### config.mk
export PLATFORM = sky130hd
export DESIGN_NAME = ind_access_seq
export DESIGN_NICKNAME = d
export VERILOG_FILES = /design/src/rtl/iax_pkg.sv /design/src/rtl/iax_timer.sv /design/src/rtl/iax_dregs.sv /design/src/rtl/iax_seq.sv /design/src/rtl/ind_access_seq.sv
export SDC_FILE = /design/constraint.sdc
export NUM_CORES = 1
export LEC_CHECK = 0
export BUFFER_PORTS_ARGS = -buffer_cell sky130_fd_sc_hd__buf_4
export CORE_MARGIN = 1
export CORE_UTILIZATION = 60
export CTS_BUF_LIST = sky130_fd_sc_hd__clkbuf_16
export CTS_CLUSTER_SIZE = 12
export DETAILED_ROUTE_END_ITERATION = 12
export PLACE_DENSITY = 0.83
export SLEW_MARGIN = 30
export SYNTH_ARGS = -nofsm -noshare
export SYNTH_HDL_FRONTEND = slang
export SYNTH_HIERARCHICAL = 1
export SYNTH_SLANG_ARGS = --single-unit
### constraint.sdc
create_clock -name clk -period 9.3 [get_ports clk]
set_clock_uncertainty 0.05 [all_clocks]
set_input_delay 1.395 -clock clk [delete_from_list [all_inputs] [get_ports clk]]
set_output_delay 1.395 -clock clk [all_outputs]
set_load 0.01 [all_outputs]
### src/rtl/iax_pkg.sv
package iax_pkg;

  typedef enum logic [2:0] {
    S_IDLE,
    S_COLLECT,
    S_ACCESS,
    S_RESULT,
    S_RDOUT,
    S_DRAIN
  } seq_state_t;

  // Control byte, most significant field first (bit 7 down to bit 0)
  typedef struct packed {
    logic       d8;
    logic [1:0] tgt;
    logic [1:0] attr;
    logic       rd;
    logic       sub;
    logic       d9;
  } ctrl_t;

  localparam logic [1:0] HA_STATUS  = 2'd0;
  localparam logic [1:0] HA_MODE    = 2'd1;
  localparam logic [1:0] HA_PORT    = 2'd2;
  localparam logic [1:0] HA_SCRATCH = 2'd3;

  localparam logic [1:0] TGT_TWO_PASS = 2'b11;

endpackage

### src/rtl/iax_timer.sv
module iax_timer #(
  parameter int CNT_W = 8
) (
  input  logic             clk,
  input  logic             rst,
  input  logic             clr,
  input  logic             load,
  input  logic [CNT_W-1:0] load_val,
  output logic             expire
);

  logic [CNT_W-1:0] cnt;
  logic             active;

  always_ff @(posedge clk) begin
    if (rst || clr) begin
      active <= 1'b0;
      cnt    <= '0;
    end else if (load) begin
      active <= 1'b1;
      cnt    <= load_val;
    end else if (active) begin
      if (cnt == '0) active <= 1'b0;
      else           cnt    <= cnt - 1'b1;
    end
  end

  assign expire = active && (cnt == '0);

  // a running countdown cannot stop before reaching zero
  a_r3_timer_hold: assert property (@(posedge clk) disable iff (rst)
    (active && cnt != '0 && !clr && !load) |=> active);

endmodule

### src/rtl/iax_dregs.sv
module iax_dregs (
  input  logic       clk,
  input  logic       rst,
  input  logic       host_cs,
  input  logic       host_we,
  input  logic [1:0] host_addr,
  input  logic [7:0] host_wdata,
  input  logic       stat_busy,
  input  logic       stat_ext,
  input  logic       stat_err,
  input  logic [7:0] port_byte,
  output logic       abort_p,
  output logic       err_clr_p,
  output logic [7:0] host_rdata
);
  import iax_pkg::*;

  logic [7:0] scratch_q;
  logic       mode_wr;
  logic       rd_stb;

  assign mode_wr   = host_cs && host_we && (host_addr == HA_MODE);
  assign rd_stb    = host_cs && !host_we;
  assign abort_p   = mode_wr && host_wdata[0];
  assign err_clr_p = mode_wr && host_wdata[1];

  always_ff @(posedge clk) begin
    if (rst) begin
      scratch_q  <= '0;
      host_rdata <= '0;
    end else begin
      if (host_cs && host_we && host_addr == HA_SCRATCH)
        scratch_q <= host_wdata;
      if (rd_stb) begin
        unique case (host_addr)
          HA_STATUS:  host_rdata <= {5'b0, stat_err, stat_ext, stat_busy};
          HA_MODE:    host_rdata <= 8'h00;
          HA_PORT:    host_rdata <= port_byte;
          default:    host_rdata <= scratch_q;
        endcase
      end
    end
  end

  // mode register is write-only and always reads back as zero
  a_r10_mode_reads_zero: assert property (@(posedge clk) disable iff (rst)
    (host_cs && !host_we && host_addr == HA_MODE) |=> (host_rdata == 8'h00));

endmodule

### src/rtl/iax_seq.sv
module iax_seq #(
  parameter int ACC_CYC = 90,
  parameter int RST_CYC = 90,
  parameter int CNT_W   = 7
) (
  input  logic             clk,
  input  logic             rst,
  input  logic             port_wr,
  input  logic             port_rd,
  input  logic [7:0]       wdata,
  input  logic             abort_p,
  input  logic             err_clr_p,
  input  logic             ext_busy,
  input  logic             timer_expire,
  output logic             timer_load,
  output logic [CNT_W-1:0] timer_val,
  output logic [7:0]       port_byte,
  output logic             busy,
  output logic             err,
  output logic             mem_req,
  output logic             mem_we,
  output logic [3:0]       mem_sel,
  output logic [1:0]       mem_attr,
  output logic [7:0]       mem_addr,
  output logic [9:0]       mem_wdata,
  input  logic [9:0]       mem_rdata
);
  import iax_pkg::*;

  seq_state_t state, state_n;
  logic [1:0] idx, idx_n;
  ctrl_t      ctrl_q, pass_ctrl;
  logic [7:0] data_q, addr_q, pass_addr;
  logic [9:0] res_q;
  logic       pass_valid, pass_match;
  logic       cap_ctrl, cap_data, cap_addr, take_res, arm_pass, drop_pass, err_set;

  assign pass_match = pass_valid && (pass_ctrl == ctrl_q) && (pass_addr == addr_q);

  always_comb begin
    state_n    = state;
    idx_n      = idx;
    timer_load = 1'b0;
    timer_val  = '0;
    cap_ctrl   = 1'b0;
    cap_data   = 1'b0;
    cap_addr   = 1'b0;
    take_res   = 1'b0;
    arm_pass   = 1'b0;
    drop_pass  = 1'b0;
    err_set    = 1'b0;
    if (abort_p) begin
      state_n   = S_IDLE;
      idx_n     = 2'd0;
      drop_pass = 1'b1;
    end else begin
      unique case (state)
        S_IDLE: begin
          if (port_wr) begin
            if (ext_busy) err_set = 1'b1;
            else begin
              cap_ctrl = 1'b1;
              state_n  = S_COLLECT;
              idx_n    = 2'd1;
            end
          end
        end
        S_COLLECT: begin
          if (port_wr) begin
            if (idx == 2'd1) begin
              cap_data = 1'b1;
              idx_n    = 2'd2;
            end else begin
              cap_addr   = 1'b1;
              state_n    = S_ACCESS;
              idx_n      = 2'd0;
              timer_load = 1'b1;
              timer_val  = CNT_W'(ACC_CYC - 1);
            end
          end
        end
        S_ACCESS: begin
          if (port_wr || port_rd) err_set = 1'b1;
          if (timer_expire) begin
            if (!ctrl_q.rd) begin
              state_n   = S_IDLE;
              drop_pass = 1'b1;
            end else if (ctrl_q.tgt == TGT_TWO_PASS && !pass_match) begin
              state_n  = S_IDLE;
              arm_pass = 1'b1;
            end else begin
              state_n   = S_RESULT;
              take_res  = 1'b1;
              drop_pass = 1'b1;
            end
          end
        end
        S_RESULT: begin
          if (port_wr) err_set = 1'b1;
          else if (port_rd) begin
            state_n = S_RDOUT;
            idx_n   = 2'd1;
          end
        end
        S_RDOUT: begin
          if (port_wr) err_set = 1'b1;
          else if (port_rd) begin
            if (idx == 2'd2) begin
              state_n    = S_DRAIN;
              idx_n      = 2'd0;
              timer_load = 1'b1;
              timer_val  = CNT_W'(RST_CYC - 1);
            end else begin
              idx_n = idx + 2'd1;
            end
          end
        end
        default: begin
          if (port_wr || port_rd) err_set = 1'b1;
          if (timer_expire) state_n = S_IDLE;
        end
      endcase
    end
  end

  always_ff @(posedge clk) begin
    if (rst) begin
      state      <= S_IDLE;
      idx        <= 2'd0;
      ctrl_q     <= '0;
      data_q     <= '0;
      addr_q     <= '0;
      res_q      <= '0;
      pass_valid <= 1'b0;
      pass_ctrl  <= '0;
      pass_addr  <= '0;
      err        <= 1'b0;
      mem_req    <= 1'b0;
    end else begin
      state   <= state_n;
      idx     <= idx_n;
      mem_req <= cap_addr;
      if (cap_ctrl) ctrl_q <= ctrl_t'(wdata);
      if (cap_data) data_q <= wdata;
      if (cap_addr) addr_q <= wdata;
      if (take_res) res_q  <= mem_rdata;
      if (arm_pass) begin
        pass_valid <= 1'b1;
        pass_ctrl  <= ctrl_q;
        pass_addr  <= addr_q;
      end else if (drop_pass) begin
        pass_valid <= 1'b0;
      end
      if (err_clr_p)    err <= 1'b0;
      else if (err_set) err <= 1'b1;
    end
  end

  always_comb begin
    port_byte = 8'h00;
    if (state == S_RESULT || state == S_RDOUT) begin
      unique case (idx)
        2'd0:    port_byte = {res_q[8], ctrl_q.tgt, ctrl_q.attr, ctrl_q.rd, ctrl_q.sub, res_q[9]};
        2'd1:    port_byte = res_q[7:0];
        default: port_byte = addr_q;
      endcase
    end
  end

  assign busy      = (state == S_COLLECT) || (state == S_ACCESS) ||
                     (state == S_RDOUT)   || (state == S_DRAIN);
  assign mem_we    = !ctrl_q.rd;
  assign mem_sel   = {ctrl_q.tgt, ctrl_q.rd, ctrl_q.sub};
  assign mem_attr  = ctrl_q.attr;
  assign mem_addr  = addr_q;
  assign mem_wdata = {ctrl_q.d9, ctrl_q.d8, data_q};

  // the internal request lasts exactly one cycle
  a_r4_req_pulse: assert property (@(posedge clk) disable iff (rst)
    mem_req |=> !mem_req);

  // a request is only issued while the busy flag is up
  a_r3_req_busy: assert property (@(posedge clk) disable iff (rst)
    mem_req |-> busy);

  // the location address holds for the whole internal access
  a_r4_addr_stable: assert property (@(posedge clk) disable iff (rst)
    (state == S_ACCESS && $past(state == S_ACCESS)) |-> $stable(mem_addr));

  // an abort leaves the sequencer not busy
  a_r9_abort_idle: assert property (@(posedge clk) disable iff (rst)
    abort_p |=> !busy);

  // a refused start keeps busy low
  a_r7_refused_start: assert property (@(posedge clk) disable iff (rst)
    (state == S_IDLE && ext_busy && port_wr && !abort_p) |=> !busy);

  // the error bit stays set until explicitly cleared
  a_r8_err_sticky: assert property (@(posedge clk) disable iff (rst)
    (err && !err_clr_p) |=> err);

endmodule

### src/rtl/ind_access_seq.sv
module ind_access_seq #(
  parameter int ACC_CYC = 90,
  parameter int RST_CYC = 90
) (
  input  logic       clk,
  input  logic       rst,
  input  logic       host_cs,
  input  logic       host_we,
  input  logic [1:0] host_addr,
  input  logic [7:0] host_wdata,
  output logic [7:0] host_rdata,
  input  logic       ext_busy,
  output logic       ind_busy,
  output logic       mem_req,
  output logic       mem_we,
  output logic [3:0] mem_sel,
  output logic [1:0] mem_attr,
  output logic [7:0] mem_addr,
  output logic [9:0] mem_wdata,
  input  logic [9:0] mem_rdata
);
  import iax_pkg::*;

  localparam int MAX_CYC = (ACC_CYC > RST_CYC) ? ACC_CYC : RST_CYC;
  localparam int CNT_W   = $clog2(MAX_CYC + 1);

  logic             port_wr, port_rd;
  logic             abort_p, err_clr_p, err;
  logic             t_load, t_expire;
  logic [CNT_W-1:0] t_val;
  logic [7:0]       port_byte;

  assign port_wr = host_cs &&  host_we && (host_addr == HA_PORT);
  assign port_rd = host_cs && !host_we && (host_addr == HA_PORT);

  iax_dregs u_dregs (
    .clk        (clk),
    .rst        (rst),
    .host_cs    (host_cs),
    .host_we    (host_we),
    .host_addr  (host_addr),
    .host_wdata (host_wdata),
    .stat_busy  (ind_busy),
    .stat_ext   (ext_busy),
    .stat_err   (err),
    .port_byte  (port_byte),
    .abort_p    (abort_p),
    .err_clr_p  (err_clr_p),
    .host_rdata (host_rdata)
  );

  iax_timer #(.CNT_W(CNT_W)) u_timer (
    .clk      (clk),
    .rst      (rst),
    .clr      (abort_p),
    .load     (t_load),
    .load_val (t_val),
    .expire   (t_expire)
  );

  iax_seq #(
    .ACC_CYC (ACC_CYC),
    .RST_CYC (RST_CYC),
    .CNT_W   (CNT_W)
  ) u_seq (
    .clk          (clk),
    .rst          (rst),
    .port_wr      (port_wr),
    .port_rd      (port_rd),
    .wdata        (host_wdata),
    .abort_p      (abort_p),
    .err_clr_p    (err_clr_p),
    .ext_busy     (ext_busy),
    .timer_expire (t_expire),
    .timer_load   (t_load),
    .timer_val    (t_val),
    .port_byte    (port_byte),
    .busy         (ind_busy),
    .err          (err),
    .mem_req      (mem_req),
    .mem_we       (mem_we),
    .mem_sel      (mem_sel),
    .mem_attr     (mem_attr),
    .mem_addr     (mem_addr),
    .mem_wdata    (mem_wdata),
    .mem_rdata    (mem_rdata)
  );

endmodule

* After elaboration in Yosys (flattened, before gate mapping) *
Cells that the tools add are included.

operators by class
  add/sub/neg operators = 2
  equal/unequal tests = 24
  multiplexer cells = 79
  reduce and logical (&&, ||, !) cells = 35

operator list
  operator                                                             number
  7-bit 2-to-1 mux                                                     9
  1-bit 2-to-1 mux                                                     40
  3-bit 2-to-1 mux                                                     12
  8-bit case mux with 3 select lines                                   1
  2-bit 2-to-1 mux                                                     10
  8-bit == test                                                        2
  8-bit case mux with 2 select lines                                   1
  3-bit case mux with 5 select lines                                   1
  7-bit case mux with 2 select lines                                   1
  1-bit logical AND                                                    12
  2-bit != test (second input constant)                                6
  11-bit AND reduction                                                 1
  2-bit by 1-bit != test with 1-bit output (second input constant)     5
  2-bit == test (second input constant)                                4
  8-bit 2-to-1 mux                                                     1
  2-bit case mux with 4 select lines                                   1
  8-bit AND reduction                                                  1
  7-bit zero test                                                      1
  7-bit by 1-bit subtractor with 7-bit output (second input constant)  1
  3-bit by 2-bit == test with 1-bit output (second input constant)     2
  3-bit == test (second input constant)                                2
  1-bit logical OR                                                     6
  2-bit OR reduction                                                   3
  5-bit nonzero test                                                   1
  other kinds (11)                                                     16

storage, ports and cells
  bits in registers = 82
  input port bits = 25
  output and inout port bits = 35
  logic and storage cells = 165

* Depth between registers and ports, before layout *
  depth in word-level cells = 12
  depth in mapped cells = 11
  depth with buffers taken out = 10

* Hierarchy *
Netlist, hierarchy kept.

by module, submodules not included
  module          times used  cells an instance  area each (um^2)
  iax_seq         1           362                3071.7
  iax_dregs       1           85                 757.0
  iax_timer       1           51                 435.4
  ind_access_seq  1           2                  23.8

* Least setup slack after synthesis *
OpenSTA, ideal clock, no wires.

  path type = in2reg
  start = input port host_addr[1]
  end = register u_timer.cnt[0]
  library setup time = 0.115 ns
  arrival = 3.730 ns
  setup slack = 5.406 ns
  stages = 9
  buffers on the path = 2
  cell sequence = buf_6 > nor2_1 > and3_1 > clkbuf_1 > nor4b_2 > nor2_1 > o21ai_0 > clkinv_1 > a2111oi_0

on the way
  elaborated cells on any way between the ends = 21
  classes of those cells = 3 x eq/ne; 11 x mux; 7 x reduce/logical

RTL lines
  element                                                               RTL line              source
  start: declaration                                                    ind_access_seq.sv:9   input logic [1:0] host_addr,
  2-bit by 1-bit == test with 1-bit output (*)                          iax_dregs.sv:22       assign mode_wr = host_cs && host_we && (host_addr == HA_MODE);
  1-bit logical AND (*)                                                 iax_dregs.sv:22
  1-bit logical AND (*)                                                 iax_dregs.sv:24       assign abort_p = mode_wr && host_wdata[0];
  named net abort_p                                                     ind_access_seq.sv:28  logic abort_p, err_clr_p, err;
  1-bit 2-to-1 mux (*)                                                  iax_seq.sv:52         if (abort_p) begin
  named net t_load                                                      ind_access_seq.sv:29  logic t_load, t_expire;
  2-bit != test (no line) / 2-bit nonzero test (equally long branches)  n/a
  2-bit AND reduction (no line)                                         n/a
  end signal: assignment                                                iax_timer.sv:21       cnt <= load_val;
  end signal: assignment                                                iax_timer.sv:24       else cnt <= cnt - 1'b1;
  end: declaration                                                      iax_timer.sv:12       logic [CNT_W-1:0] cnt;

The timed path passes the listed nets; every way through them passes the cells marked *.
A chain may end at the register's enable or synchronous reset.

* Final worst setup path *
  start = input port host_addr[0]
  end = register u_timer.cnt[0]

on the way
  longest elaborated chain between the ends = 8
  elaborated cells on any way between the ends = 21
  classes of those cells = 3 x eq/ne; 11 x mux; 7 x reduce/logical

ends and longest elaborated chain
  element                                                               RTL line              source
  2-bit == test (*)                                                     ind_access_seq.sv:34  assign port_rd = host_cs && !host_we && (host_addr == HA_PORT);
  1-bit logical AND (*)                                                 ind_access_seq.sv:34
  named net port_rd                                                     ind_access_seq.sv:27  logic port_wr, port_rd;
  1-bit 2-to-1 mux (*)                                                  iax_seq.sv:107        else if (port_rd) begin
  1-bit 2-to-1 mux (*)                                                  iax_seq.sv:106        if (port_wr) err_set = 1'b1;
  1-bit case mux with 2 select lines (*)                                iax_seq.sv:57         unique case (state)
  1-bit 2-to-1 mux (*)                                                  iax_seq.sv:52
  named net t_load                                                      ind_access_seq.sv:29
  2-bit != test (no line) / 2-bit nonzero test (equally long branches)  n/a
  2-bit AND reduction (no line)                                         n/a

Marks and branches as above.

==> run summary <==
most frequent cells in the layout -> dfxtp_1 (82), nor2_1 (80), buf_4 (59), nand2_1 (49), mux2i_1 (34)
Area contributors post-synth -> dfxtp_1 (38%), mux2i_1 (7.9%), nor2_1 (7.0%)
EDFF count, synth -> 0
worst r2r src -> u_timer/cnt[2]
synthesized flop and latch total -> 82
commonest non-fill, non-tap cell in the layout -> dfxtp_1
dominant synthesized flop cell -> dfxtp_1
RSZ-0062 raised after global routing -> false
clk_lat worst skew -> 0.33 ns
met1 Track Usage GR -> 37.5%
fill count -> 536
startpoint types -> input pin
Synth async-reset ratio -> 0%
CTS buffer count -> 9
Hold Vio Cnt, Final -> 0
Tcrit/Tclk final -> 40.3%
syn_area_per_cell -> 8.58 um2
Avg WL per Cell -> 16.1 um
Mapped Cells -> 500
net switching power -> 0.000161 W
worst hold endpoint -> u_dregs/scratch_q[7]
Hold-fix buffers, CTS -> 0
Core Region -> 6830 um2
hold path start -> u_dregs/scratch_q[7]
Synth top area share -> 38.3%
busiest metal layer after global routing -> met2
CTS root buf -> clkbuf_16
reg2reg path depth -> 8
number of iterations in the first detailed-routing pass -> 6
GPL Wtd Cong -> 0.848
Initial Utilization -> 62.8%
Routed Antenna Nets -> 0
sequential fraction of the synthesis area -> 38.3%
count of cell types in the netlist -> 65
nets -> 563
post-CTS resize count -> 0
Overflow after GRT -> 0
Power Density -> 149 nW/um2
setup TNS -> 0 ns
total track usage -> 28.4%
Clock Path Buffers -> 2
outcome -> finished clean
sequential share of power -> 48.5%
hold depth -> 2
worst vdd ir -> 0.101 mV
met2 Use GR -> 45.7%
reg2reg setup slack -> 6.26 ns
first-pass GRT wire length -> 16600 um
combinational cell fraction of total power -> 5.6%
IO Pins -> 60
clock period minus worst slack -> 3.75 ns
post-CTS setup buffers -> 0
antenna cells -> 0
drt drc -> 0
worst-path maximum fanout -> 16
pin count of the biggest net entering global routing -> 78
First DRT Iteration DRCs -> 290
critical path data arrival time -> 3.91 ns
Static Leak -> 2.05 nW
max_slew headroom -> 48.1%
YS warnings -> 6
clock share of power -> 45.9%
DRT Wirelength -> 10200 um
Slew Viols, Final -> 0
width of the die -> 86.5 um
grt met3 use -> 4.48%
Die Y -> 86.5 um
area of the mapped netlist -> 4290 um2
worst slew pin tran -> 0.779 ns
final setup fails -> 0
CP required -> 9.46 ns
vias in the first global route -> 3448
fmax -> 267 MHz
worst flop-to-flop path endpoint -> u_seq/pass_addr[7]
CP Capture Type -> flop
TritonCTS sink count -> 82
share of layout cells above drive strength 1 -> 18.9%
Int Pwr -> 0.000575 W
Layout area overhead -> 15.1%
max_cap viols -> 0
hpwl dp -> 7040 um
switching share of power -> 21.9%
initial antenna violation count -> 0
Final Power -> 0.000737 W
std cell rows -> 30
H-tree depth -> 3
port bufs -> 59
Die Footprint -> 7490 um2
CTS tree -> yes
Crit Path Category -> in -> reg
largest area contributor in the netlist -> dfxtp_1
clk slew on worst S/H paths -> 0.06 ns
HP Class -> reg -> reg
via density per instance -> 5.96
Via Count -> 3791
[layout make-up]
type | instances | area, um2 | share of cell area [%]
multi-input combinational | 372 | 2400 | 48.5
sequential | 82 | 1640 | 33.2
clock inverter | 6 | 58.8 | 1.19
clock buffer | 9 | 225 | 4.56
timing repair buffer | 60 | 454 | 9.20
tap | 96 | 120 | 2.43
inverter | 11 | 41.3 | 0.836
[power by group through the flow]
stage	combinational, W	clock [W]	sequential, W
6_report	0.0000413	0.000338	0.000358
5_1_grt	0.0000453	0.000361	0.000358
4_1_cts	0.0000410	0.000345	0.000357
3_5_place_dp	0.0000407	0	0.000365
3_3_place_gp	0.0000397	0	0.000365
2_1_floorplan	0.0000250	0	0.000364
[critical path: stages]
cell and delay (ns):
buf_4 0.17, and4bb_2 0.32, nor2b_1 0.27, nand3_1 0.14
nor3b_1 0.21, nor2_1 0.07, o21ai_1 0.52, clkinv_1 0.41
a2111oi_0 0.40
[sequential cells by signal (all words and copies together), names as in the netlist]
name	count
u_timer/cnt	7
u_seq/err	1
u_seq/mem_wdata	2
u_seq/mem_addr	8
u_seq/data_q	8
u_seq/pass_ctrl	8
u_seq/idx	2
u_seq/pass_addr	8
u_seq/res_q	10
u_seq/mem_attr	2
u_dregs/host_rdata	8
u_seq/state	3
u_seq/mem_sel	4
u_timer/active	1
u_seq/pass_valid	1
u_dregs/scratch_q	8
u_seq/mem_req	1
[routing by layer]
layer,part of all wire (%),wire (um)
met1,43,4440
met2,48,4950
met3,5.8,592
met4,2.5,256
met5,0,0
[stage by stage]
step	std cells	instance area (um2)	setup slack (ns)	utilization [%]	hold slack, ns
2_1_floorplan	502	4300	5.41	-	0.383
3_3_place_gp	620	4640	5.02	67.9	0.395
3_5_place_dp	620	4640	4.87	67.9	0.400
4_1_cts	635	4930	5.21	72.1	0.408
5_1_grt	636	4940	5.14	72.3	0.441
6_report	636	4940	5.55	72.3	0.408
[cells in the mapped netlist (5+ instances only)]
library cell,instances
nor3b_1,14
a31o_1,10
a21oi_1,33
dfxtp_1,82
a22oi_1,5
buf_4,11
nor3_1,9
mux2_2,5
clkbuf_1,15
mux2i_1,34
nand3_1,17
xnor2_1,15
a311o_1,10
buf_6,5
nand2_1,49
o21ai_0,11
inv_1,10
nor2_1,80
[how the worst max path moves through the flow]
stage                             from        endpoint  slack [ns]  cells after the start
final                     host_addr[0]  u_timer/cnt[0]        5.55                      9
after global routing      host_addr[0]  u_timer/cnt[0]        5.14                      9
after detailed placement  host_addr[0]  u_timer/cnt[0]        4.87                      9
after global placement    host_addr[0]  u_timer/cnt[0]        5.02                      9
after CTS                 host_addr[0]  u_timer/cnt[0]        5.21                      9
after floorplan           host_addr[1]  u_timer/cnt[0]        5.41                      9
[cells by family (layout without fill, tap and decap cells)]
family	after synthesis	count (layout)	share of synthesized area [%]
AND/OR/NAND/NOR	206	206	23.7
AO/OA/AOI/OAI	99	99	16.7
flip-flops	82	82	38.3
buffers and inverters	48	86	6.13
multiplexers	43	43	10.7
XOR/XNOR	19	19	3.88
adder cells (fa/ha/maj)	2	2	0.584
other	1	3	0.0875
Power figures use the tool's default switching activity.
